`config.mk`:
```
export PLATFORM = sky130hd
export DESIGN_NAME = dmach_regfile
export DESIGN_NICKNAME = d
export VERILOG_FILES = /design/src/rtl/dmach_pkg.sv /design/src/rtl/dmach_ctl_eval.sv /design/src/rtl/dmach_cmdptr.sv /design/src/rtl/dmach_selbank.sv /design/src/rtl/dmach_regfile.sv
export SDC_FILE = /design/constraint.sdc
export NUM_CORES = 1
export LEC_CHECK = 0
export ABC_AREA = 1
export BUFFER_PORTS_ARGS = -buffer_cell sky130_fd_sc_hd__buf_2
export CAP_MARGIN = 25
export CORE_UTILIZATION = 30
export CTS_CLUSTER_SIZE = 20
export DETAILED_ROUTE_END_ITERATION = 10
export PLACE_DENSITY_LB_ADDON = 0.15
export SYNTH_ARGS = -nofsm -noshare
export SYNTH_HDL_FRONTEND = slang
export SYNTH_SLANG_ARGS = --single-unit
```
`constraint.sdc`:
```
create_clock -name clk -period 2.93 [get_ports clk]
set_input_delay 0.586 -clock clk [delete_from_list [all_inputs] [get_ports clk]]
set_output_delay 0.586 -clock clk [all_outputs]
set_load 0.01 [all_outputs]
```
`src/rtl/dmach_pkg.sv`:
```
package dmach_pkg;

    localparam int WORD_W = 32;
    localparam int HALF_W = 16;

    // status bit positions (the sequencer decodes these)
    localparam int ST_RUN    = 15;
    localparam int ST_PAUSE  = 14;
    localparam int ST_FLUSH  = 13;
    localparam int ST_WAKE   = 12;
    localparam int ST_DEAD   = 11;
    localparam int ST_ACTIVE = 10;
    localparam int ST_BT     = 8;

    // bits a control write may touch
    localparam logic [HALF_W-1:0] CTL_WR_MASK = 16'hF0FF;

    typedef struct packed {
        logic [15:0] zero_hi;
        logic        run;
        logic        pause;
        logic        flush;
        logic        wake;
        logic        dead;
        logic        active;
        logic        rsvd9;
        logic        bt;
        logic [7:0]  devstat;
    } dmach_status_t;

    typedef enum logic [2:0] {
        RI_CTL  = 3'd0,
        RI_STAT = 3'd1,
        RI_PTR  = 3'd2,
        RI_ISEL = 3'd3,
        RI_BSEL = 3'd4,
        RI_WSEL = 3'd5,
        RI_NONE = 3'd7
    } dmach_reg_e;

    function automatic dmach_reg_e reg_of(input int unsigned widx);
        case (widx)
            0:       return RI_CTL;
            1:       return RI_STAT;
            2:       return RI_PTR;
            3:       return RI_ISEL;
            4:       return RI_BSEL;
            5:       return RI_WSEL;
            default: return RI_NONE;
        endcase
    endfunction

endpackage

```
`src/rtl/dmach_ctl_eval.sv`:
```
module dmach_ctl_eval
    import dmach_pkg::*;
(
    input  dmach_status_t      cur,
    input  logic [WORD_W-1:0]  wdata,
    output dmach_status_t      nxt,
    output logic               kick,
    output logic               flush
);
    logic [HALF_W-1:0] msk;
    logic [WORD_W-1:0] merged;
    dmach_status_t     s;

    always_comb begin
        msk    = wdata[WORD_W-1:HALF_W] & CTL_WR_MASK;
        merged = (WORD_W'(cur) & ~{{HALF_W{1'b0}}, msk})
               | {{HALF_W{1'b0}}, wdata[HALF_W-1:0] & msk};
        s      = dmach_status_t'(merged);
        flush  = 1'b0;
        if (s.wake) s.active = 1'b1;
        if (s.run) begin
            s.active = 1'b1;
            s.dead   = 1'b0;
        end
        if (s.pause) s.active = 1'b0;
        if (cur.run && !s.run) begin
            s.active = 1'b0;
            s.dead   = 1'b0;
            if (s.flush) begin
                flush   = 1'b1;
                s.flush = 1'b0;
            end
        end
        if (s.flush) flush = 1'b1;
        kick = s.active;
        nxt  = s;
    end
endmodule

```
`src/rtl/dmach_cmdptr.sv`:
```
module dmach_cmdptr
    import dmach_pkg::*;
#(
    parameter int ALIGN_BITS = 4
) (
    input  logic              clk,
    input  logic              rst,
    input  logic              bus_we,
    input  logic [WORD_W-1:0] bus_data,
    input  logic              locked,
    input  logic              seq_we,
    input  logic [WORD_W-1:0] seq_data,
    output logic [WORD_W-1:0] ptr_o,
    output logic              fetch_o
);
    localparam logic [WORD_W-1:0] ALIGN_MASK =
        {{(WORD_W-ALIGN_BITS){1'b1}}, {ALIGN_BITS{1'b0}}};

    always_ff @(posedge clk) begin
        if (rst) begin
            ptr_o   <= '0;
            fetch_o <= 1'b0;
        end else begin
            fetch_o <= 1'b0;
            if (seq_we) begin
                ptr_o <= seq_data & ALIGN_MASK;
            end else if (bus_we && !locked) begin
                ptr_o   <= bus_data & ALIGN_MASK;
                fetch_o <= 1'b1;
            end
        end
    end
endmodule

```
`src/rtl/dmach_selbank.sv`:
```
module dmach_selbank
    import dmach_pkg::*;
#(
    parameter int NSEL = 3
) (
    input  logic                         clk,
    input  logic                         rst,
    input  logic [NSEL-1:0]              we,
    input  logic [WORD_W-1:0]            wdata,
    output logic [NSEL-1:0][WORD_W-1:0]  q
);
    for (genvar i = 0; i < NSEL; i++) begin : g_sel
        always_ff @(posedge clk) begin
            if (rst)        q[i] <= '0;
            else if (we[i]) q[i] <= wdata;
        end
    end
endmodule

```
`src/rtl/dmach_regfile.sv`:
```
module dmach_regfile
    import dmach_pkg::*;
#(
    parameter int ADDR_W    = 8,
    parameter int PTR_ALIGN = 4
) (
    input  logic              clk,
    input  logic              rst,
    input  logic [ADDR_W-1:0] bus_addr,
    input  logic              bus_we,
    input  logic [3:0]        bus_be,
    input  logic [31:0]       bus_wdata,
    input  logic              bus_re,
    output logic [31:0]       bus_rdata,
    input  logic              seq_kill,
    input  logic              seq_halt,
    input  logic              seq_flush_clr,
    input  logic              seq_wake_clr,
    input  logic              seq_bt_we,
    input  logic              seq_bt_val,
    input  logic              seq_ptr_we,
    input  logic [31:0]       seq_ptr,
    output logic [31:0]       status_o,
    output logic [31:0]       cmd_ptr_o,
    output logic [31:0]       intr_sel_o,
    output logic [31:0]       branch_sel_o,
    output logic [31:0]       wait_sel_o,
    output logic              kick_o,
    output logic              flush_o,
    output logic              fetch_o
);
    localparam int IDX_W = ADDR_W - 2;
    localparam int NSEL  = 3;

    logic [IDX_W-1:0] widx;
    dmach_reg_e       rsel;
    logic             wr_ok, ctl_we;

    dmach_status_t st_q, st_n, ev_st;
    logic          ev_kick, ev_flush;

    logic [NSEL-1:0]             sel_we;
    logic [NSEL-1:0][WORD_W-1:0] sel_q;
    logic [WORD_W-1:0]           rd_mux;

    assign widx   = bus_addr[ADDR_W-1:2];
    assign rsel   = reg_of(32'(widx));
    assign wr_ok  = bus_we && (bus_be == 4'hF);
    assign ctl_we = wr_ok && (rsel == RI_CTL);

    dmach_ctl_eval u_eval (
        .cur   (st_q),
        .wdata (bus_wdata),
        .nxt   (ev_st),
        .kick  (ev_kick),
        .flush (ev_flush)
    );

    // sequencer reports override a same-cycle control write
    always_comb begin
        st_n = ctl_we ? ev_st : st_q;
        if (seq_kill) begin
            st_n.dead   = 1'b1;
            st_n.active = 1'b0;
        end
        if (seq_halt) begin
            st_n.active = 1'b0;
            st_n.dead   = 1'b0;
            st_n.flush  = 1'b0;
        end
        if (seq_flush_clr) st_n.flush = 1'b0;
        if (seq_wake_clr)  st_n.wake  = 1'b0;
        if (seq_bt_we)     st_n.bt    = seq_bt_val;
    end

    always_ff @(posedge clk) begin
        if (rst) begin
            st_q    <= '0;
            kick_o  <= 1'b0;
            flush_o <= 1'b0;
        end else begin
            st_q    <= st_n;
            kick_o  <= ctl_we && ev_kick;
            flush_o <= ctl_we && ev_flush;
        end
    end

    dmach_cmdptr #(.ALIGN_BITS(PTR_ALIGN)) u_ptr (
        .clk      (clk),
        .rst      (rst),
        .bus_we   (wr_ok && (rsel == RI_PTR)),
        .bus_data (bus_wdata),
        .locked   (st_q.active),
        .seq_we   (seq_ptr_we),
        .seq_data (seq_ptr),
        .ptr_o    (cmd_ptr_o),
        .fetch_o  (fetch_o)
    );

    assign sel_we[0] = wr_ok && (rsel == RI_ISEL);
    assign sel_we[1] = wr_ok && (rsel == RI_BSEL);
    assign sel_we[2] = wr_ok && (rsel == RI_WSEL);

    dmach_selbank #(.NSEL(NSEL)) u_sel (
        .clk   (clk),
        .rst   (rst),
        .we    (sel_we),
        .wdata (bus_wdata),
        .q     (sel_q)
    );

    always_comb begin
        case (rsel)
            RI_STAT: rd_mux = WORD_W'(st_q);
            RI_PTR:  rd_mux = cmd_ptr_o;
            RI_ISEL: rd_mux = sel_q[0];
            RI_BSEL: rd_mux = sel_q[1];
            RI_WSEL: rd_mux = sel_q[2];
            default: rd_mux = '0;
        endcase
    end

    always_ff @(posedge clk) begin
        if (rst)         bus_rdata <= '0;
        else if (bus_re) bus_rdata <= rd_mux;
    end

    assign status_o     = WORD_W'(st_q);
    assign intr_sel_o   = sel_q[0];
    assign branch_sel_o = sel_q[1];
    assign wait_sel_o   = sel_q[2];
endmodule

```
* Yosys cells after proc, flatten, opt, wreduce, memory -nomap -nowiden *
Index checks and enable logic that the tools add are counted.

operators by class
  reduce and logical (&&, ||, !) cells = 22
  multiplexer cells = 16
  equal/unequal tests = 11
  bitwise gates (word level) = 4

operator list
  kind                                                                    number
  32-bit case mux with 5 select lines                                     1
  32-bit two-way mux                                                      2
  32-bit bitwise AND                                                      1
  16-bit NOT with 32-bit output                                           1
  32-bit by 16-bit bitwise OR with 32-bit output                          1
  3-bit case mux with 6 select lines                                      1
  16-bit bitwise AND                                                      1
  6-bit by 2-bit equality test with 1-bit output (second input constant)  2
  6-bit by 3-bit equality test with 1-bit output (second input constant)  2
  12-bit two-way mux                                                      1
  1-bit logical AND                                                       10
  1-bit two-way mux                                                       8
  3-bit by 2-bit equality test with 1-bit output (second input constant)  2
  3-bit equality test (second input constant)                             2
  6-bit by 1-bit equality test with 1-bit output (second input constant)  1
  6-bit zero test                                                         1
  2-bit two-way mux                                                       3
  2-bit nonzero test                                                      3
  2-bit OR reduction                                                      3
  3-bit OR reduction                                                      2
  4-bit equality test (second input constant)                             1
  3-bit by 1-bit equality test with 1-bit output (second input constant)  1
  3-bit zero test                                                         1
  1-bit zero test                                                         2

word-level totals
  input port bits = 87
  word-level logic and storage cells = 71
  flip-flop bits (word level) = 191

* Depth between registers and ports, before layout *
  word-level depth = 9
  depth in mapped cells = 13
  depth with buffers taken out = 13

* Cells and area by module *
Synthesis repeated with hierarchy kept, for this count alone.

unflattened totals
  cells, all modules = 1,588
  area total of the unflattened synthesis = 10,152.2 um2

by module, submodules not included
  module          cells an instance  area each (um2)  times used
  dmach_regfile   712                4,245.3          1
  dmach_selbank   544                3,958.8          1
  dmach_cmdptr    280                1,605.3          1
  dmach_ctl_eval  52                 342.8            1

* Least setup slack after synthesis *
OpenSTA, ideal clock, no wires.

  path kind = input to register
  from = input bus_addr[7]
  to = register u_ptr.ptr_o[11]
  slack = 0.624 ns
  arrival = 2.173 ns
  library setup time = 0.132 ns
  path buffers = 3
  stages on the path = 12
  path through = nor2_8 -> buf_6 -> nand3_4 -> ha_1 -> nand2_4 -> nand2_4 -> nor2_4 -> nand4_2 -> buf_6 -> buf_6 -> nand3_1 -> a21oi_1

on the way
  word-level cells in the longest chain between the ends = 6
  elaborated cells on any way between the ends = 11

ends and longest elaborated chain
  element                                                                       RTL line             text
  start: declaration                                                            dmach_regfile.sv:9   input logic [ADDR_W-1:0] bus_addr,
  6-bit by 3-bit equality test with 1-bit output, or another cell as far along  dmach_pkg.sv:42      case (widx)
  3-bit case mux with 6 select lines (*)                                        dmach_pkg.sv:42
  3-bit by 2-bit equality test with 1-bit output (*)                            dmach_regfile.sv:91  .bus_we (wr_ok && (rsel == RI_PTR)),
  1-bit logical AND (*)                                                         dmach_regfile.sv:91
  1-bit logical AND (*)                                                         dmach_cmdptr.sv:27   end else if (bus_we && !locked) begin
  2-bit nonzero test (no line) (*)                                              -
  end signal: assignment                                                        dmach_cmdptr.sv:26   ptr_o <= seq_data & ALIGN_MASK;
  end signal: assignment                                                        dmach_cmdptr.sv:28   ptr_o <= bus_data & ALIGN_MASK;
  end: declaration                                                              dmach_cmdptr.sv:13   output logic [WORD_W-1:0] ptr_o,

Mark *: on every way between the ends. The rest lies on a longest branch, timed or not.
A chain may end at the register's enable or synchronous reset.

* Worst setup path in the final report *
  from = input bus_addr[7]
  to = register u_sel.q[40] in the netlist's numbering

on the way
  word-level cells in the longest chain between the ends = 4
  elaborated cells on any way between the ends = 9

ends and longest elaborated chain
  element                                                                       RTL line              text
  6-bit by 3-bit equality test with 1-bit output, or another cell as far along  dmach_pkg.sv:42
  3-bit case mux with 6 select lines (*)                                        dmach_pkg.sv:42
  3-bit equality test (*)                                                       dmach_regfile.sv:101  assign sel_we[1] = wr_ok && (rsel == RI_BSEL);
  1-bit logical AND (*)                                                         dmach_regfile.sv:101
  end signal: indexed assignment                                                dmach_selbank.sv:15   else if (we[i]) q[i] <= wdata;
  end: declaration                                                              dmach_selbank.sv:10   output logic [NSEL-1:0][WORD_W-1:0] q

Marks and branches as above.

==> results.cfg <==
[outcome]
status = complete, no violations

[worst_setup_path]
endpoint_kind = flip-flop
startpoint = bus_addr[7]
worst_path_largest_cell_delay_ns = 0.34
cp.depth = 12
required_ns = 3.29
r2r.worst_path.cells = 5
path_cells = buf_2 -> nor2_8 -> nand3_4 -> ha_1 -> nand2_4 -> nand2_2 -> nor2_4 -> nand2_4 -> inv_2 -> buf_12 -> o21ai_0 -> a21oi_1
r2r-start = status_o[15]$_SDFFE_PP0P_
worstPathArrival_ns = 2.67
crit_path_start_kind = primary input
cpMostUsedCell = nand2_4
cp_max_fo = 50
cp_top_family = simple AND/OR/NAND/NOR gates
critPathBufInv = 3
crit_slowest_cell = ha_1
critPathKind = in2reg

[yosys]
synth_edf_count = 0
synthCells = 1113
synth.distinct_cells = 38
netlist.area_leader.share_pct = 42.8
yosysTopAreaCell = dfxtp_1
synth_area_sq_mm = 0.00814
yosysSeqAreaShare_pct = 42.8
async_reset_ff_share_pct = 0
avgSynthCellArea_sq_um = 7.31
yosysWarningCount = 0
synth.area.top_cells = dfxtp_1 (43%), nand2_1 (9.6%), a21oi_1 (8.0%)
ys_ff_latch = 174
ys.flop_type = dfxtp_1

[final_layout]
fill_cells = 2880
drive_above_1_share_pct = 26.5
fin_util_pct = 38.8
layout.cells.most_common = buf_2
synthToLayoutAreaGrowth_pct = 25.7
antennaDiodeCount = 0
nets = 1427
final_cell_mix = buf_2 (253), nand2_1 (209), dfxtp_1 (174)

[routing]
routed_wl_mm = 32.2
ant_nets = 0
wl_met2_mm = 15.8
dr_wl_met3_mm = 1.94
drt-pass1-iter-count = 5
highest-signal-layer = met4
vias = 8219
drtIter0Drc = 540
met1_length_mm = 13.8
routed_via_density = 4.87
wl_per_cell_um = 19.1
drc = 0

[timing]
worst_slew_pin_slew_ns = 0.710
slew_viol_final = 0
maxSlewHeadroom_pct = 52.7
rsz0062_at_grt = false
hold_violations = 0
setup_viol_count_final = 0
skew_ns = 0.00733
max_freq_ghz = 0.434
whs_ns = 0.327
post-route-period-util_pct = 78.6
finalCriticalPeriod_ns = 2.30
fin_setup_tns_ns = 0

[power]
p_leak_uw = 0.00455
vdd_drop_max_uv = 352
cellPowerDensity_mw_per_mm2 = 504

[clock_network]
cts_resized = 0
cts_made_buffers = 17
clk_path_buf_depth = 2
postCtsHoldBufs = 0
postCtsSetupBuffers = 0
cts.sinks = 174
htreeDepth = 4
clkSlewWorstSetupHoldPaths_ns = 0.07
cts_tree = built
insertion_delay_ns = 0.44
cts-root-buf = clkbuf_16

[die]
row_count = 59
ios = 282
die_y_um = 167
start_util_pct = 30.9
die_w_um = 167
coreArea_sq_mm = 0.0264
design.die.area_sq_mm = 0.0278

[flow_run]
max-cap-violations = 0

[placement]
hpwl_mm = 24.3
io_buffer_count = 254
routabilityCongestion = 0.866

[hold_path]
hp-class = in2reg
min-delay-start = seq_flush_clr
hold_depth = 2

[global_route]
grt_pass1_vias = 7735
grt.total_usage_pct = 23.0
grt_pass1_wl_mm = 47.8
grt_max_degree = 65
grt-ovfl-total = 0
antenna_found_initial = 0
-- per-layer routing --
metal | vias up | GRT usage (%)
met3 | 34 | 5.35
met4 | 0 | 6.68
li1 | 4127 | -
met5 | - | 0
met2 | 302 | 40.1
met1 | 3756 | 28.2
-- layout make-up --
class                           count  area [sq um]  area share, %
Tap cell                          335           419           4.10
Clock buffer                       24           482           4.71
Inverter                           99           372           3.63
Clock inverter                      8           105           1.03
Sequential cell                   174          3480           34.1
Timing Repair Buffer              284          1590           15.5
Multi-Input combinational cell    763          3780           37.0
-- path summary, 6_finish.rpt --
kind	end	slack, ns
max	u_sel.q[40]$_SDFFE_PP0P_	0.63
min reg2reg	u_sel.q[31]$_SDFFE_PP0P_	0.46
min	status_o[13]$_SDFFE_PP0P_	0.33
max reg2reg	status_o[10]$_SDFFE_PP0P_	1.53
-- worst reg2reg max path: stages (launching register included) --
cell and delay [ns]:
dfxtp_1 0.39, inv_1 0.09, o21ai_0 0.35, nor2_1 0.11, nand3b_1 0.24, a21oi_1 0.15
-- through the flow --
| stage | power (uW) | std cells | instance area (sq um) | setup slack [ns] |
|---|---|---|---|---|
| after floorplan | 2710 | 1133 | 8210 | 0.624 |
| after global routing | 5350 | 1687 | 10200 | 0.449 |
| after detailed placement | 2880 | 1655 | 9640 | 0.197 |
| after global placement | 2880 | 1654 | 9620 | 0.220 |
| final | 5160 | 1687 | 10200 | 0.627 |
| after CTS | 5210 | 1687 | 10200 | 0.642 |
-- synthesized netlist by cell type, types with 2 or more instances --
cell type	number
buf_4	33
nor4_1	2
inv_1	91
nand3_1	91
buf_1	2
nand2_2	2
nand2_1	209
buf_6	8
nand2_4	4
nand4_1	32
dfxtp_1	174
a211oi_2	10
nand3_2	4
o21ai_1	39
nor3_1	21
nor2_1	92
inv_2	8
buf_2	25
o21ai_0	65
nand3_4	3
clkbuf_1	29
nor2_4	5
a21oi_1	130
a211oi_1	20
-- flip-flops by register name, indices dropped and copies added, names as in the netlist, named ones only --
signal         cells
flush_o            1
u_ptr.ptr_o       28
u_ptr.fetch_o      1
u_sel.q           96
status_o           7
bus_rdata         32
kick_o             1
-- power by group --
| part | internal (uW) | switching, uW |
|---|---|---|
| clock network | 1330 | 997 |
| logic | 125 | 288 |
| registers | 2390 | 24.8 |
-- cell families (layout without fill, tap and decap cells) --
logic type	Yosys count	after routing	synth area share, %
other	1	21	0.0461
AND/OR/NAND/NOR	472	472	26.8
adder cells (fa/ha/maj)	1	1	0.154
AO/OA/AOI/OAI	269	269	18.5
flip-flops	174	174	42.8
buffers and inverters	196	415	11.7
No activity file was read; power rests on OpenSTA's default activity.
